File: config.mk
export PLATFORM = sky130hd
export DESIGN_NAME = fwm_trunc_mul
export DESIGN_NICKNAME = d
export VERILOG_FILES = /design/src/rtl/fwm_pkg.sv /design/src/rtl/fwm_pp_array.sv /design/src/rtl/fwm_bias_gen.sv /design/src/rtl/fwm_col_sum.sv /design/src/rtl/fwm_trunc_mul.sv
export SDC_FILE = /design/constraint.sdc
export NUM_CORES = 1
export LEC_CHECK = 0
export BUFFER_PORTS_ARGS = -buffer_cell sky130_fd_sc_hd__buf_2
export CORE_MARGIN = 8
export CORE_UTILIZATION = 40
export CTS_CLUSTER_SIZE = 16
export DETAILED_ROUTE_END_ITERATION = 6
export GPL_ROUTABILITY_DRIVEN = 0
export SYNTH_ARGS = -nofsm -noshare
export SYNTH_HDL_FRONTEND = slang
export SYNTH_SLANG_ARGS = --single-unit
File: constraint.sdc
create_clock -name clk -period 8 [get_ports clk]
set_input_delay 1.6 -clock clk [delete_from_list [all_inputs] [get_ports clk]]
set_output_delay 1.6 -clock clk [all_outputs]
set_load 0.01 [all_outputs]
File: src/rtl/fwm_pkg.sv
package fwm_pkg;

    // number of columns kept beyond the N output columns
    localparam int FWM_KEEP_EXTRA = 1;

    // constant added on top of the coarse carry estimate, in units of column N-1
    localparam int FWM_FINE_K = 1;

    typedef enum logic {
        FWM_COMB = 1'b0,
        FWM_REG  = 1'b1
    } fwm_stage_e;

    // a sign bit paired with a magnitude bit of the other operand
    function automatic logic fwm_sign_mix(int i, int j, int n);
        return (i == n - 1) != (j == n - 1);
    endfunction

    // partial product lands in a column that is built in hardware
    function automatic logic fwm_col_kept(int i, int j, int n);
        return (i + j) >= (n - FWM_KEEP_EXTRA);
    endfunction

    // partial product lands in the first dropped column
    function automatic logic fwm_in_index(int i, int j, int n);
        return (i + j) == (n - FWM_KEEP_EXTRA - 1);
    endfunction

    // width wide enough to count up to n index bits plus the bias constant
    function automatic int fwm_cnt_w(int n);
        return $clog2(n + 2) + 1;
    endfunction

endpackage

File: src/rtl/fwm_pp_array.sv
module fwm_pp_array
    import fwm_pkg::*;
#(
    parameter int N = 8
) (
    input  logic [N-1:0]         a,
    input  logic [N-1:0]         b,
    output logic [N-1:0][N-1:0]  pp
);

    // pp[i][j] sits in column i+j; cross terms with exactly one sign bit are inverted
    for (genvar gi = 0; gi < N; gi++) begin : g_row
        for (genvar gj = 0; gj < N; gj++) begin : g_col
            if (fwm_sign_mix(gi, gj, N)) begin : g_nand
                assign pp[gi][gj] = ~(a[gi] & b[gj]);
            end else begin : g_and
                assign pp[gi][gj] = a[gi] & b[gj];
            end
        end
    end

endmodule

File: src/rtl/fwm_bias_gen.sv
module fwm_bias_gen
    import fwm_pkg::*;
#(
    parameter int N = 8,
    localparam int CW = fwm_cnt_w(N),
    localparam int IDX = N - FWM_KEEP_EXTRA
) (
    input  logic [N-1:0][N-1:0] pp,
    output logic [CW-1:0]       bias
);

    logic [IDX-1:0] idx_bits;
    logic [CW-1:0]  idx_cnt;
    logic [CW-1:0]  coarse;

    // index column: pairs whose weights sum to IDX-1
    for (genvar gi = 0; gi < IDX; gi++) begin : g_idx
        assign idx_bits[gi] = pp[gi][IDX-1-gi];
    end

    always_comb begin
        idx_cnt = '0;
        for (int k = 0; k < IDX; k++) begin
            idx_cnt = idx_cnt + CW'(idx_bits[k]);
        end
    end

    // half the index weight moved up one column, rounded up
    assign coarse = (idx_cnt + CW'(1)) >> 1;
    assign bias   = coarse + CW'(FWM_FINE_K);

endmodule

File: src/rtl/fwm_col_sum.sv
module fwm_col_sum
    import fwm_pkg::*;
#(
    parameter int N = 8,
    localparam int CW = fwm_cnt_w(N),
    localparam int PW = 2 * N
) (
    input  logic [N-1:0][N-1:0] pp,
    input  logic [CW-1:0]       bias,
    output logic [N-1:0]        hi
);

    localparam logic [PW-1:0] CORR = (PW'(1) << N) | (PW'(1) << (PW - 1));
    localparam int INJ = N - FWM_KEEP_EXTRA;

    logic [PW-1:0] rows [N];
    logic [PW-1:0] acc;

    always_comb begin
        for (int i = 0; i < N; i++) begin
            rows[i] = '0;
            for (int j = 0; j < N; j++) begin
                if (fwm_col_kept(i, j, N)) begin
                    rows[i][i+j] = pp[i][j];
                end
            end
        end
    end

    always_comb begin
        acc = CORR + (PW'(bias) << INJ);
        for (int i = 0; i < N; i++) begin
            acc = acc + rows[i];
        end
    end

    // carry out of column PW-1 is dropped
    assign hi = acc[PW-1:N];

endmodule

File: src/rtl/fwm_trunc_mul.sv
module fwm_trunc_mul
    import fwm_pkg::*;
#(
    parameter int         N     = 8,
    parameter fwm_stage_e STAGE = FWM_REG
) (
    input  logic         clk,
    input  logic         rst,
    input  logic [N-1:0] op_a,
    input  logic [N-1:0] op_b,
    output logic [N-1:0] prod
);

    localparam int CW = fwm_cnt_w(N);

    logic [N-1:0][N-1:0] pp;
    logic [CW-1:0]       bias;
    logic [N-1:0]        hi;

    fwm_pp_array #(.N(N)) u_pp (
        .a  (op_a),
        .b  (op_b),
        .pp (pp)
    );

    fwm_bias_gen #(.N(N)) u_bias (
        .pp   (pp),
        .bias (bias)
    );

    fwm_col_sum #(.N(N)) u_sum (
        .pp   (pp),
        .bias (bias),
        .hi   (hi)
    );

    if (STAGE == FWM_REG) begin : g_reg
        always_ff @(posedge clk) begin
            if (rst) prod <= '0;
            else     prod <= hi;
        end
    end else begin : g_comb
        assign prod = hi;
    end

endmodule

# [Yosys cells after proc, flatten, opt, wreduce, memory -nomap -nowiden]
# Index checks and enable logic that the tools add are counted.
[totals] elab_cells=75 out_inout_bits=8 register_bits=8 input_bits=18
[op_classes] bitwise=57 addsub=17
[ops] operator="AND 1 bit" n=43
[ops] operator="adder 5 x 1 -> 5 bit" n=5
[ops] operator="adder 16 x 10 -> 16 bit" n=1
[ops] operator="adder 16 x 11 -> 16 bit" n=1
[ops] operator="adder 16 x 12 -> 16 bit" n=1
[ops] operator="adder 16 x 12 -> 16 bit, first input constant" n=1
[ops] operator="adder 16 x 13 -> 16 bit" n=1
[ops] operator="adder 16 x 14 -> 16 bit" n=1
[ops] operator="adder 16 x 15 -> 16 bit" n=1
[ops] operator="adder 16 x 8 -> 16 bit" n=1
[ops] operator="adder 16 x 9 -> 16 bit" n=1
[ops] operator="inverter 1 bit" n=14
[ops] operator="adder 4 x 1 -> 5 bit, second input constant" n=1
[ops] operator="adder 5 x 1 -> 5 bit, second input constant" n=1
[ops] operator="adder 1 x 1 -> 2 bit" n=1

# [Logic depth before layout (Yosys ltp)]
# Gate-level depths: netlist of run 1.
[depth] ltp_word=18 depth_mapped=23 depth_no_buf=23

# [By module]
# From an unflattened synthesis of run 1, not the netlist that was laid out.
[unflattened] cells_unflattened=226 hier_area_um2=1888.1
[by_module_without_submodules] module="fwm_col_sum" seq_area_each_um2=0.0 area_per_inst_um2=1091.0 cells_per_inst=119 n_inst=1
[by_module_without_submodules] module="fwm_pp_array" seq_area_each_um2=0.0 area_per_inst_um2=370.4 cells_per_inst=65 n_inst=1
[by_module_without_submodules] module="fwm_bias_gen" seq_area_each_um2=0.0 area_per_inst_um2=216.5 cells_per_inst=26 n_inst=1
[by_module_without_submodules] module="fwm_trunc_mul" seq_area_each_um2=160.2 area_per_inst_um2=210.2 cells_per_inst=16 n_inst=1

# [Worst setup path after synthesis of run 1]
# OpenSTA, ideal clock, no wires.
[synth_timing] path_kind="input to register" from="in op_a[0]" to="reg prod[7]" path_stages=23 path_slack_ps=786 path_buffers=0 arrival_ps=7084 required_time_ps=7870 setup_ps=130 cell_sequence="and2_1 ha_1 inv_1 ha_1 inv_1 fa_1 ha_1 a31oi_1 fa_1 inv_1 and3_1 fa_1 inv_1 fa_1 inv_1 fa_1 inv_1 fa_1 inv_1 fa_1 a211oi_1 or4_1 nand4_1"
[synth_between] elab_chain_len=18 word_cells_on_any_way=20 cone_classes="add/sub: 17; bitwise: 3"
[synth_lines] item="start, declared" line="fwm_trunc_mul.sv:9" rtl="input logic [N-1:0] op_a,"
[synth_lines] item="AND 1 bit" line="fwm_pp_array.sv:17" rtl="assign pp[gi][gj] = a[gi] & b[gj];"
[synth_lines] item="adder 1 x 1 -> 2 bit" line="fwm_bias_gen.sv:24" rtl="idx_cnt = idx_cnt + CW'(idx_bits[k]);"
[synth_lines] item="adder 5 x 1 -> 5 bit (5 in series)" line="fwm_bias_gen.sv:24"
[synth_lines] item="adder 5 x 1 -> 5 bit" line="fwm_bias_gen.sv:29" rtl="assign coarse = (idx_cnt + CW'(1)) >> 1;"
[synth_lines] item="adder 4 x 1 -> 5 bit" line="fwm_bias_gen.sv:30" rtl="assign bias = coarse + CW'(FWM_FINE_K);"
[synth_lines] item="adder 16 x 12 -> 16 bit" line="fwm_col_sum.sv:31" rtl="acc = CORR + (PW'(bias) << INJ);"
[synth_lines] item="adder 16 x 8 -> 16 bit (*)" line="fwm_col_sum.sv:33" rtl="acc = acc + rows[i];"
[synth_lines] item="adder 16 x 9 -> 16 bit (*)" line="fwm_col_sum.sv:33"
[synth_lines] item="adder 16 x 10 -> 16 bit (*)" line="fwm_col_sum.sv:33"
[synth_lines] item="adder 16 x 11 -> 16 bit (*)" line="fwm_col_sum.sv:33"
[synth_lines] item="adder 16 x 12 -> 16 bit (*)" line="fwm_col_sum.sv:33"
[synth_lines] item="adder 16 x 13 -> 16 bit (*)" line="fwm_col_sum.sv:33"
[synth_lines] item="adder 16 x 14 -> 16 bit (*)" line="fwm_col_sum.sv:33"
[synth_lines] item="adder 16 x 15 -> 16 bit (*)" line="fwm_col_sum.sv:33"
[synth_lines] item="end signal, assigned" line="fwm_trunc_mul.sv:40" rtl="else prod <= hi;"
[synth_lines] item="end, declared" line="fwm_trunc_mul.sv:11" rtl="output logic [N-1:0] prod"
# Every way passes the cells marked *; elsewhere a longest branch is shown, timed or not.
# A chain may end at the register's enable or synchronous reset.

# [Worst setup path after layout of run 1]
[layout_timing] from="in op_b[6]" to="reg prod[7]"
[layout_between] elab_chain_len=18 word_cells_on_any_way=26 cone_classes="add/sub: 17; bitwise: 9"
[layout_lines] item="start, declared" line="fwm_trunc_mul.sv:10" rtl="input logic [N-1:0] op_b,"
[layout_lines] item="AND 1 bit" line="fwm_pp_array.sv:17"
[layout_lines] item="adder 1 x 1 -> 2 bit" line="fwm_bias_gen.sv:24"
[layout_lines] item="adder 5 x 1 -> 5 bit (5 in series)" line="fwm_bias_gen.sv:24"
[layout_lines] item="adder 5 x 1 -> 5 bit" line="fwm_bias_gen.sv:29"
[layout_lines] item="adder 4 x 1 -> 5 bit" line="fwm_bias_gen.sv:30"
[layout_lines] item="adder 16 x 12 -> 16 bit" line="fwm_col_sum.sv:31"
[layout_lines] item="adder 16 x 8 -> 16 bit" line="fwm_col_sum.sv:33"
[layout_lines] item="adder 16 x 9 -> 16 bit" line="fwm_col_sum.sv:33"
[layout_lines] item="adder 16 x 10 -> 16 bit" line="fwm_col_sum.sv:33"
[layout_lines] item="adder 16 x 11 -> 16 bit" line="fwm_col_sum.sv:33"
[layout_lines] item="adder 16 x 12 -> 16 bit" line="fwm_col_sum.sv:33"
[layout_lines] item="adder 16 x 13 -> 16 bit" line="fwm_col_sum.sv:33"
[layout_lines] item="adder 16 x 14 -> 16 bit" line="fwm_col_sum.sv:33"
[layout_lines] item="adder 16 x 15 -> 16 bit (*)" line="fwm_col_sum.sv:33"
# Marks and branches as above.

==> impl_metrics.env, run 1 <==
export IMPL_port_buffers=25
export IMPL_synth_avg_cell_area_sq_um=9.07
export IMPL_async_flop_share=0
export IMPL_intPower_uw=293
export IMPL_p_switching_uw=249
export IMPL_die_h_um=80.3
export IMPL_hp_class="in2reg"
export IMPL_antenna_found_initial=0
export IMPL_crit_fanout=8
export IMPL_worst_setup_path_type="in2reg"
export IMPL_ioPinCount=26
export IMPL_path_clk_slew_ns=0.04
export IMPL_syn_area_sq_um=1650
export IMPL_place_inst=256
export IMPL_slew_violations=0
export IMPL_dieArea_sq_um=6440
export IMPL_finish_utilization=0.469
export IMPL_tightest_slew_ns=0.321
export IMPL_power_frac_comb=0.796
export IMPL_n_fill_cell=409
export IMPL_holdBufCountCts=0
export IMPL_worst_ep_arrival_time_ns=7.46
export IMPL_dieWidth_um=80.3
export IMPL_clock_fmax_mhz=136
export IMPL_rsz0062_at_grt="false"
export IMPL_crit_path_cell_trace="buf_2, and2_1, ha_1, inv_1, ha_1, inv_1, fa_1, ha_1, a31oi_1, fa_1, inv_1, ha_1, inv_1, fa_1, fa_1, fa_1, inv_1, fa_1, ha_1, fa_1, a211oi_1, or4_1, nand4_1"
export IMPL_power_frac_seq=0.118
export IMPL_p_total_uw=542
export IMPL_max_slew_margin_rel=0.785
export IMPL_period_minus_slack_ns=7.36
export IMPL_status="finished, final reports clean"
export IMPL_critPathLaunchType="primary input"
export IMPL_core_sq_um=4000
export IMPL_synth_top_area_cell="fa_1"
export IMPL_critical_path_max_stage_delay_ns=0.48
export IMPL_powerDensity_nw_per_um2=289
export IMPL_drc=0
export IMPL_reg_top3="prod x8"
export IMPL_ys_types=31
export IMPL_wl_per_cell_um=12.4
export IMPL_slowest_stage="fa_1"
export IMPL_period_share=0.920
export IMPL_diodes=0
export IMPL_num_vias=1272
export IMPL_seq_area_frac_synth=0.0970
export IMPL_postCtsSetupBuffers=0
export IMPL_nets=280
export IMPL_clockPowerShare=0.086
export IMPL_yosysWarnings=0
export IMPL_dpl_hpwl_mm=2.91
export IMPL_ant_nets=0
export IMPL_initialDrtViolationCount=34
export IMPL_synth_top_area_share=0.327
export IMPL_grt_total_usage=0.103
export IMPL_row_count=23
export IMPL_endpoint_kind="flip-flop"
export IMPL_final_cells=259
export IMPL_cts_resized=0
export IMPL_layout_drive_gt1_share=0.144
export IMPL_cts_root_buf="clkbuf_8"
export IMPL_syn_instance_count=182
export IMPL_grt_ovfl_total=0
export IMPL_netlist_top_cells_count="inv_1 (36), fa_1 (27), ha_1 (24)"
export IMPL_synthToLayoutAreaGrowth_pct=13.6
export IMPL_fin_tns_setup_ns=0
export IMPL_p_leak_nw=0.959
export IMPL_synth_area_top_cells="fa_1 (33%), ha_1 (18%), dfxtp_1 (9.7%)"
export IMPL_switching_share=0.459
export IMPL_regMostFlops="prod"
export IMPL_finalHoldViolCount=0
export IMPL_syn_nets=251
export IMPL_synth_most_common_cell="inv_1"
export IMPL_cts_buffer_depth=2
export IMPL_drt_wl_total_mm=3.21
export IMPL_first_pass_iters=4
export IMPL_synth_edf_count=0
export IMPL_grt_max_degree=16
export IMPL_ys_ff_latch=8
export IMPL_cts_sinks=8
export IMPL_peakVddDrop_v=0.000124
export IMPL_grt_pass1_wl_mm=5.33
export IMPL_largest_reg_flops=8
export IMPL_htree_levels=1
export IMPL_cts_tree="yes"
export IMPL_vias_per_cell=4.91
export IMPL_worstPathRequired_ns=8.10
export IMPL_numCtsBuffers=3
export IMPL_critPathMostFrequentCell="fa_1"
export IMPL_setup_viol_count_final=0
export IMPL_cap_violations=0
export IMPL_grt_pass1_vias=1247
export IMPL_ys_flop_type="dfxtp_1"
export IMPL_start_util=0.413
cell type report:
class | instances | area (sq um) | area share
inverters | 36 | 135 | 0.0720
flip-flops and latches | 8 | 160 | 0.0854
well taps | 50 | 62.6 | 0.0334
multi-input cells | 137 | 1350 | 0.720
repair buffers | 25 | 125 | 0.0667
clock buffers | 3 | 41.3 | 0.0220
path summary, 6_finish.rpt:
kind | from | end | slack [ns] | cells past startpoint
worst max-delay path | op_b[6] | prod[7]$_SDFF_PP0_ | 0.64 | 23
worst min-delay path | rst | prod[0]$_SDFF_PP0_ | 1.71 | 2
power groups by stage:
| stage | clock network [mW] | registers (mW) | logic (mW) |
|---|---|---|---|
| floorplan | 0 | 0.0751 | 0.325 |
| global placement | 0 | 0.0648 | 0.435 |
| detailed placement | 0 | 0.0648 | 0.440 |
| CTS | 0.0493 | 0.0641 | 0.441 |
| global route | 0.0515 | 0.0657 | 0.500 |
| finish | 0.0467 | 0.0638 | 0.432 |
routing by layer:
metal / up-vias / global-route usage / routed length, um
li1: 631 / - / -
met1: 621 / 0.138 / 1520
met2: 18 / 0.168 / 1600
met3: 2 / 0.0145 / 87
met4: 0 / 0.0273 / 14
met5: - / 0 / 0
layout by cell type, fill, tap and decap left out:
cell type / count
fa_1: 27
and2_1: 21
buf_2: 25
mux2i_1: 1
nand2_1: 21
nor4bb_1: 1
nand4_1: 2
and3_1: 1
o211ai_1: 1
a21o_1: 1
o21ai_0: 2
a211oi_1: 4
inv_1: 36
or4_1: 2
nor2b_1: 5
nor3_1: 5
a21oi_1: 1
o311ai_0: 1
clkbuf_8: 3
nor4b_1: 1
or2_2: 1
xor2_1: 1
nand2b_1: 2
ha_1: 24
a21boi_0: 1
nand4b_1: 1
dfxtp_1: 8
nor3b_1: 1
a31oi_1: 1
nor2_1: 3
xnor2_1: 4
a21o_2: 1
cells by family (layout without fill, tap and decap cells):
group / count (synthesis) / in the layout / share of synthesized area
buffers and inverters: 37 / 64 / 0.0848
xor gates and xnor gates: 5 / 5 / 0.0265
AOI/OAI and AO/OA: 13 / 13 / 0.0553
DFF: 8 / 8 / 0.0970
adders and majority gates: 51 / 51 / 0.509
and+or+nand+nor: 67 / 67 / 0.221
muxes: 1 / 1 / 0.00606
metrics by stage:
stage	setup slack [ns]	hold slack, ns	area [sq um]
3_5_place_dp	0.388	1.94	1830
6_report	0.640	1.71	1880
2_1_floorplan	0.786	1.84	1650
4_1_cts	0.640	1.70	1880
3_3_place_gp	0.446	1.93	1830
5_1_grt	0.295	1.72	1880
critical path: cells and delay by family:
kind	cells	cell delay [ns]
adder cells (fa/ha/maj)	12	4.38
AO/OA/AOI/OAI	2	0.56
AND/OR/NAND/NOR	3	0.41
buffers and inverters	6	0.51
Note: power is estimated with default switching activity, not from simulation.
==> run 2: changes to the inputs <==
--- a/config.mk
+++ b/config.mk
@@ -6,6 +6,7 @@
 export NUM_CORES = 1
 export LEC_CHECK = 0
 export BUFFER_PORTS_ARGS = -buffer_cell sky130_fd_sc_hd__buf_2
+export CORE_ASPECT_RATIO = 0.9
 export CORE_MARGIN = 8
 export CORE_UTILIZATION = 40
 export CTS_CLUSTER_SIZE = 16
==> impl_metrics.env, run 2 (same netlist as run 1, synthesis figures left out) <==
export IMPL_first_pass_iters=4
export IMPL_cap_violations=0
export IMPL_num_vias=1272
export IMPL_path_clk_slew_ns=0.04
export IMPL_diodes=0
export IMPL_clock_fmax_mhz=134
export IMPL_dieArea_sq_um=6440
export IMPL_initialDrtViolationCount=55
export IMPL_peakVddDrop_v=0.000126
export IMPL_power_frac_seq=0.119
export IMPL_postPlaceCellArea_sq_um=1830
export IMPL_intPower_uw=290
export IMPL_critical_path_max_stage_delay_ns=0.48
export IMPL_top_layer="met4"
export IMPL_finish_utilization=0.466
export IMPL_core_sq_um=4020
export IMPL_port_buffers=25
export IMPL_period_share=0.931
export IMPL_endpoint_kind="flip-flop"
export IMPL_setup_viol_count_final=0
export IMPL_postCtsSetupBuffers=0
export IMPL_regMostFlops="prod"
export IMPL_cts_buffer_depth=2
export IMPL_min_from="rst"
export IMPL_grt_max_degree=16
export IMPL_tightest_slew_ns=0.414
export IMPL_crit_fanout=7
export IMPL_worst_ep_arrival_time_ns=7.55
export IMPL_switching_share=0.458
export IMPL_dieWidth_um=83.7
export IMPL_worstPathRequired_ns=8.10
export IMPL_crit_path_cell_trace="buf_2, and2_1, ha_1, inv_1, ha_1, inv_1, fa_1, ha_1, a31oi_1, fa_1, inv_1, ha_1, inv_1, fa_1, fa_1, fa_1, inv_1, fa_1, ha_1, fa_1, a211oi_1, or4_1, nand4_1"
export IMPL_wl_met3_um=76
export IMPL_dpl_hpwl_mm=2.86
export IMPL_ant_nets=0
export IMPL_slew_violations=0
export IMPL_die_h_um=77.0
export IMPL_row_count=22
export IMPL_final_cell_area_sq_um=1870
export IMPL_powerDensity_nw_per_um2=286
export IMPL_final_common_cell="inv_1"
export IMPL_dr_wl_met2_mm=1.52
export IMPL_grt_total_usage=0.105
export IMPL_drc=0
export IMPL_grt_pass1_vias=1314
export IMPL_cts_sinks=8
export IMPL_grt_ovfl_total=0
export IMPL_antenna_found_initial=0
export IMPL_numCtsBuffers=3
export IMPL_max_slew_margin_rel=0.722
export IMPL_power_frac_comb=0.793
export IMPL_finalHoldViolCount=0
export IMPL_p_leak_nw=0.959
export IMPL_rsz0062_at_grt="false"
export IMPL_synthToLayoutAreaGrowth_pct=13.4
export IMPL_critPathMostFrequentCell="fa_1"
export IMPL_p_total_uw=536
export IMPL_vias_per_cell=4.95
export IMPL_place_inst=254
export IMPL_start_util=0.411
export IMPL_period_minus_slack_ns=7.45
export IMPL_routedLengthMet1_mm=1.59
export IMPL_wl_per_cell_um=12.5
export IMPL_p_switching_uw=245
export IMPL_holdBufCountCts=0
export IMPL_ioPinCount=26
export IMPL_htree_levels=1
export IMPL_clockPowerShare=0.088
export IMPL_fin_tns_setup_ns=0
export IMPL_cts_root_buf="clkbuf_8"
export IMPL_hp_class="in2reg"
export IMPL_layout_drive_gt1_share=0.144
export IMPL_final_cell_mix="inv_1 (36), fa_1 (27), buf_2 (25)"
export IMPL_crit_start="op_b[5]"
export IMPL_slowest_stage="fa_1"
export IMPL_cts_tree="yes"
export IMPL_reg_top3="prod x8"
export IMPL_grt_pass1_wl_mm=5.78
export IMPL_status="finished, final reports clean"
export IMPL_final_cells=257
export IMPL_critPathLaunchType="primary input"
export IMPL_cts_resized=0
export IMPL_worst_setup_path_type="in2reg"
export IMPL_largest_reg_flops=8
export IMPL_nets=280
export IMPL_drt_wl_total_mm=3.21
[run 2: cell counts in the layout (fill, tap and decap cells not counted)]
No cell type changed its count.
[run 2: worst paths after layout]
check / to / slack, ns / cells after the start
min: prod[3]$_SDFF_PP0_ / 1.71 / 2
max: prod[7]$_SDFF_PP0_ / 0.55 / 23
[run 2: per-stage QoR]
stage	hold WS, ns	setup slack, ns
after floorplan	1.84	0.786
after global placement	1.94	0.447
after detailed placement	1.94	0.330
after CTS	1.71	0.532
after global routing	1.75	0.243
final	1.71	0.549
[run 2: power by group through the flow]
stage               registers, mW  logic (mW)  clock network [mW]
floorplan                  0.0751       0.325                   0
global placement           0.0642       0.433                   0
detailed placement         0.0647       0.429                   0
CTS                        0.0640       0.434              0.0489
global route               0.0660       0.503              0.0527
finish                     0.0637       0.425              0.0469
[run 2: per-layer routing]
metal / vias up / GRT usage
met4: 0 / 0.0207
li1: 630 / -
met2: 16 / 0.165
met3: 2 / 0.0253
met5: - / 0
met1: 624 / 0.141
[run 2: cell type report]
| cell class | count | area (sq um) |
|---|---|---|
| clock buffers | 3 | 41.3 |
| fillers | 400 | 2150 |
| inverters | 36 | 135 |
| multi-input cells | 137 | 1350 |
| flip-flops and latches | 8 | 160 |
| well taps | 48 | 60.1 |
| repair buffers | 25 | 125 |
[run 2: critical path, delay by kind of cell]
family          cells  cell delay [ns]
compound gates      2             0.63
fa+ha+maj          12             4.37
buf+inv             6             0.50
simple gates        3             0.44
==> run 3: changes to the inputs <==
--- a/config.mk
+++ b/config.mk
@@ -8,10 +8,11 @@
 export BUFFER_PORTS_ARGS = -buffer_cell sky130_fd_sc_hd__buf_2
 export CORE_ASPECT_RATIO = 0.9
 export CORE_MARGIN = 8
-export CORE_UTILIZATION = 40
+export CORE_UTILIZATION = 58
 export CTS_CLUSTER_SIZE = 16
 export DETAILED_ROUTE_END_ITERATION = 6
 export GPL_ROUTABILITY_DRIVEN = 0
+export PLACE_DENSITY = 0.81
 export SYNTH_ARGS = -nofsm -noshare
 export SYNTH_HDL_FRONTEND = slang
 export SYNTH_SLANG_ARGS = --single-unit
==> impl_metrics.env, run 3 (same netlist as run 1, synthesis figures left out) <==
export IMPL_die_h_um=66.6
export IMPL_cts_tree="yes"
export IMPL_period_minus_slack_ns=7.46
export IMPL_hold_path_depth=2
export IMPL_port_buffers=25
export IMPL_dieArea_sq_um=4810
export IMPL_core_sq_um=2730
export IMPL_holdWs_ns=1.68
export IMPL_max_slew_margin_rel=0.758
export IMPL_holdBufCountCts=0
export IMPL_endpoint_kind="flip-flop"
export IMPL_largest_reg_flops=8
export IMPL_cts_resized=0
export IMPL_worst_setup_path_type="in2reg"
export IMPL_dieWidth_um=72.3
export IMPL_num_vias=1304
export IMPL_grt_max_degree=16
export IMPL_cts_root_buf="clkbuf_4"
export IMPL_row_count=18
export IMPL_peakVddDrop_v=0.000168
export IMPL_grt_ovfl_total=0
export IMPL_antenna_found_initial=0
export IMPL_path_clk_slew_ns=0.05
export IMPL_grt_pass1_vias=1401
export IMPL_n_fill_cell=244
export IMPL_ioPinCount=26
export IMPL_status="finished, final reports clean"
export IMPL_first_pass_iters=4
export IMPL_ant_nets=0
export IMPL_final_seq_area_sq_um=160
export IMPL_drt_wl_total_mm=3.40
export IMPL_finish_utilization=0.677
export IMPL_drc=0
export IMPL_grt_pass1_wl_mm=5.99
export IMPL_finalHoldViolCount=0
export IMPL_slew_violations=0
export IMPL_final_cell_mix="inv_1 (36), fa_1 (27), buf_2 (25)"
export IMPL_crit_fanout=7
export IMPL_htree_levels=1
export IMPL_period_share=0.933
export IMPL_vias_per_cell=5.24
export IMPL_grt_total_usage=0.153
export IMPL_hold_end="prod[1]$_SDFF_PP0_"
export IMPL_postCtsSetupBuffers=0
export IMPL_worstPathRequired_ns=8.12
export IMPL_critPathLaunchType="primary input"
export IMPL_initialDrtViolationCount=59
export IMPL_synthToLayoutAreaGrowth_pct=11.7
export IMPL_rsz0062_at_grt="false"
export IMPL_numCtsBuffers=3
export IMPL_powerDensity_nw_per_um2=291
export IMPL_p_leak_nw=0.951
export IMPL_nets=280
export IMPL_tightest_slew_ns=0.361
export IMPL_diodes=0
export IMPL_cts_buffer_depth=2
export IMPL_wl_per_cell_um=13.6
export IMPL_worst_ep_arrival_time_ns=7.58
export IMPL_setup_viol_count_final=0
export IMPL_reg_top3="prod x8"
export IMPL_regMostFlops="prod"
export IMPL_clock_fmax_mhz=134
export IMPL_cts_sinks=8
export IMPL_start_util=0.606
export IMPL_cap_violations=0
export IMPL_final_common_cell="inv_1"
export IMPL_layout_drive_gt1_share=0.144
export IMPL_multi_input_area_sq_um=1350
export IMPL_hp_class="in2reg"
export IMPL_fin_tns_setup_ns=0
export IMPL_dpl_hpwl_mm=3.03
export IMPL_min_from="rst"
## run 3: cell type report
cell class                      count  area share
Sequential cell                     8      0.0868
Multi-Input combinational cell    137       0.733
Inverter                           36      0.0733
Clock buffer                        3      0.0122
Timing Repair Buffer               25      0.0678
Tap cell                           40      0.0271
## run 3: critical path: stages
cell	delay (ns)
buf_2	0.14
and2_1	0.16
ha_1	0.27
inv_1	0.04
ha_1	0.27
inv_1	0.05
fa_1	0.48
ha_1	0.32
a31oi_1	0.11
fa_1	0.49
inv_1	0.07
and3_1	0.19
fa_1	0.48
inv_1	0.05
fa_1	0.47
inv_1	0.05
fa_1	0.52
inv_1	0.06
fa_1	0.54
inv_1	0.07
fa_1	0.49
a211oi_1	0.39
or4_1	0.18
nand4_1	0.09
## run 3: worst max-delay path by stage
stage | start | to | slack [ns]
finish | op_b[5] | prod[7]$_SDFF_PP0_ | 0.54
detailed placement | op_b[5] | prod[7]$_SDFF_PP0_ | 0.32
floorplan | op_a[0] | prod[7]$_SDFF_PP0_ | 0.79
CTS | op_b[5] | prod[7]$_SDFF_PP0_ | 0.55
global placement | op_b[6] | prod[7]$_SDFF_PP0_ | 0.47
global route | op_b[5] | prod[7]$_SDFF_PP0_ | 0.27
## run 3: per-stage QoR
step	total power, mW	setup slack [ns]	cell area, sq um	std cells
floorplan	0.400	0.786	1650	182
global placement	0.484	0.473	1820	246
detailed placement	0.507	0.325	1820	246
CTS	0.543	0.549	1840	249
global route	0.611	0.266	1840	249
finish	0.536	0.536	1840	249
## run 3: power by group
group          internal, mW  total (mW)  switching, mW
Combinational         0.201       0.442          0.241
Sequential           0.0606      0.0640        0.00342
Clock                0.0171      0.0298         0.0127
Total                 0.279       0.536          0.257
## run 3: metal layers
layer,share of wire,global-route usage,vias up
li1,-,-,634
met3,0.036,0.0255,0
met1,0.43,0.190,639
met4,0,0.0331,0
met2,0.53,0.271,31
met5,0,0,-
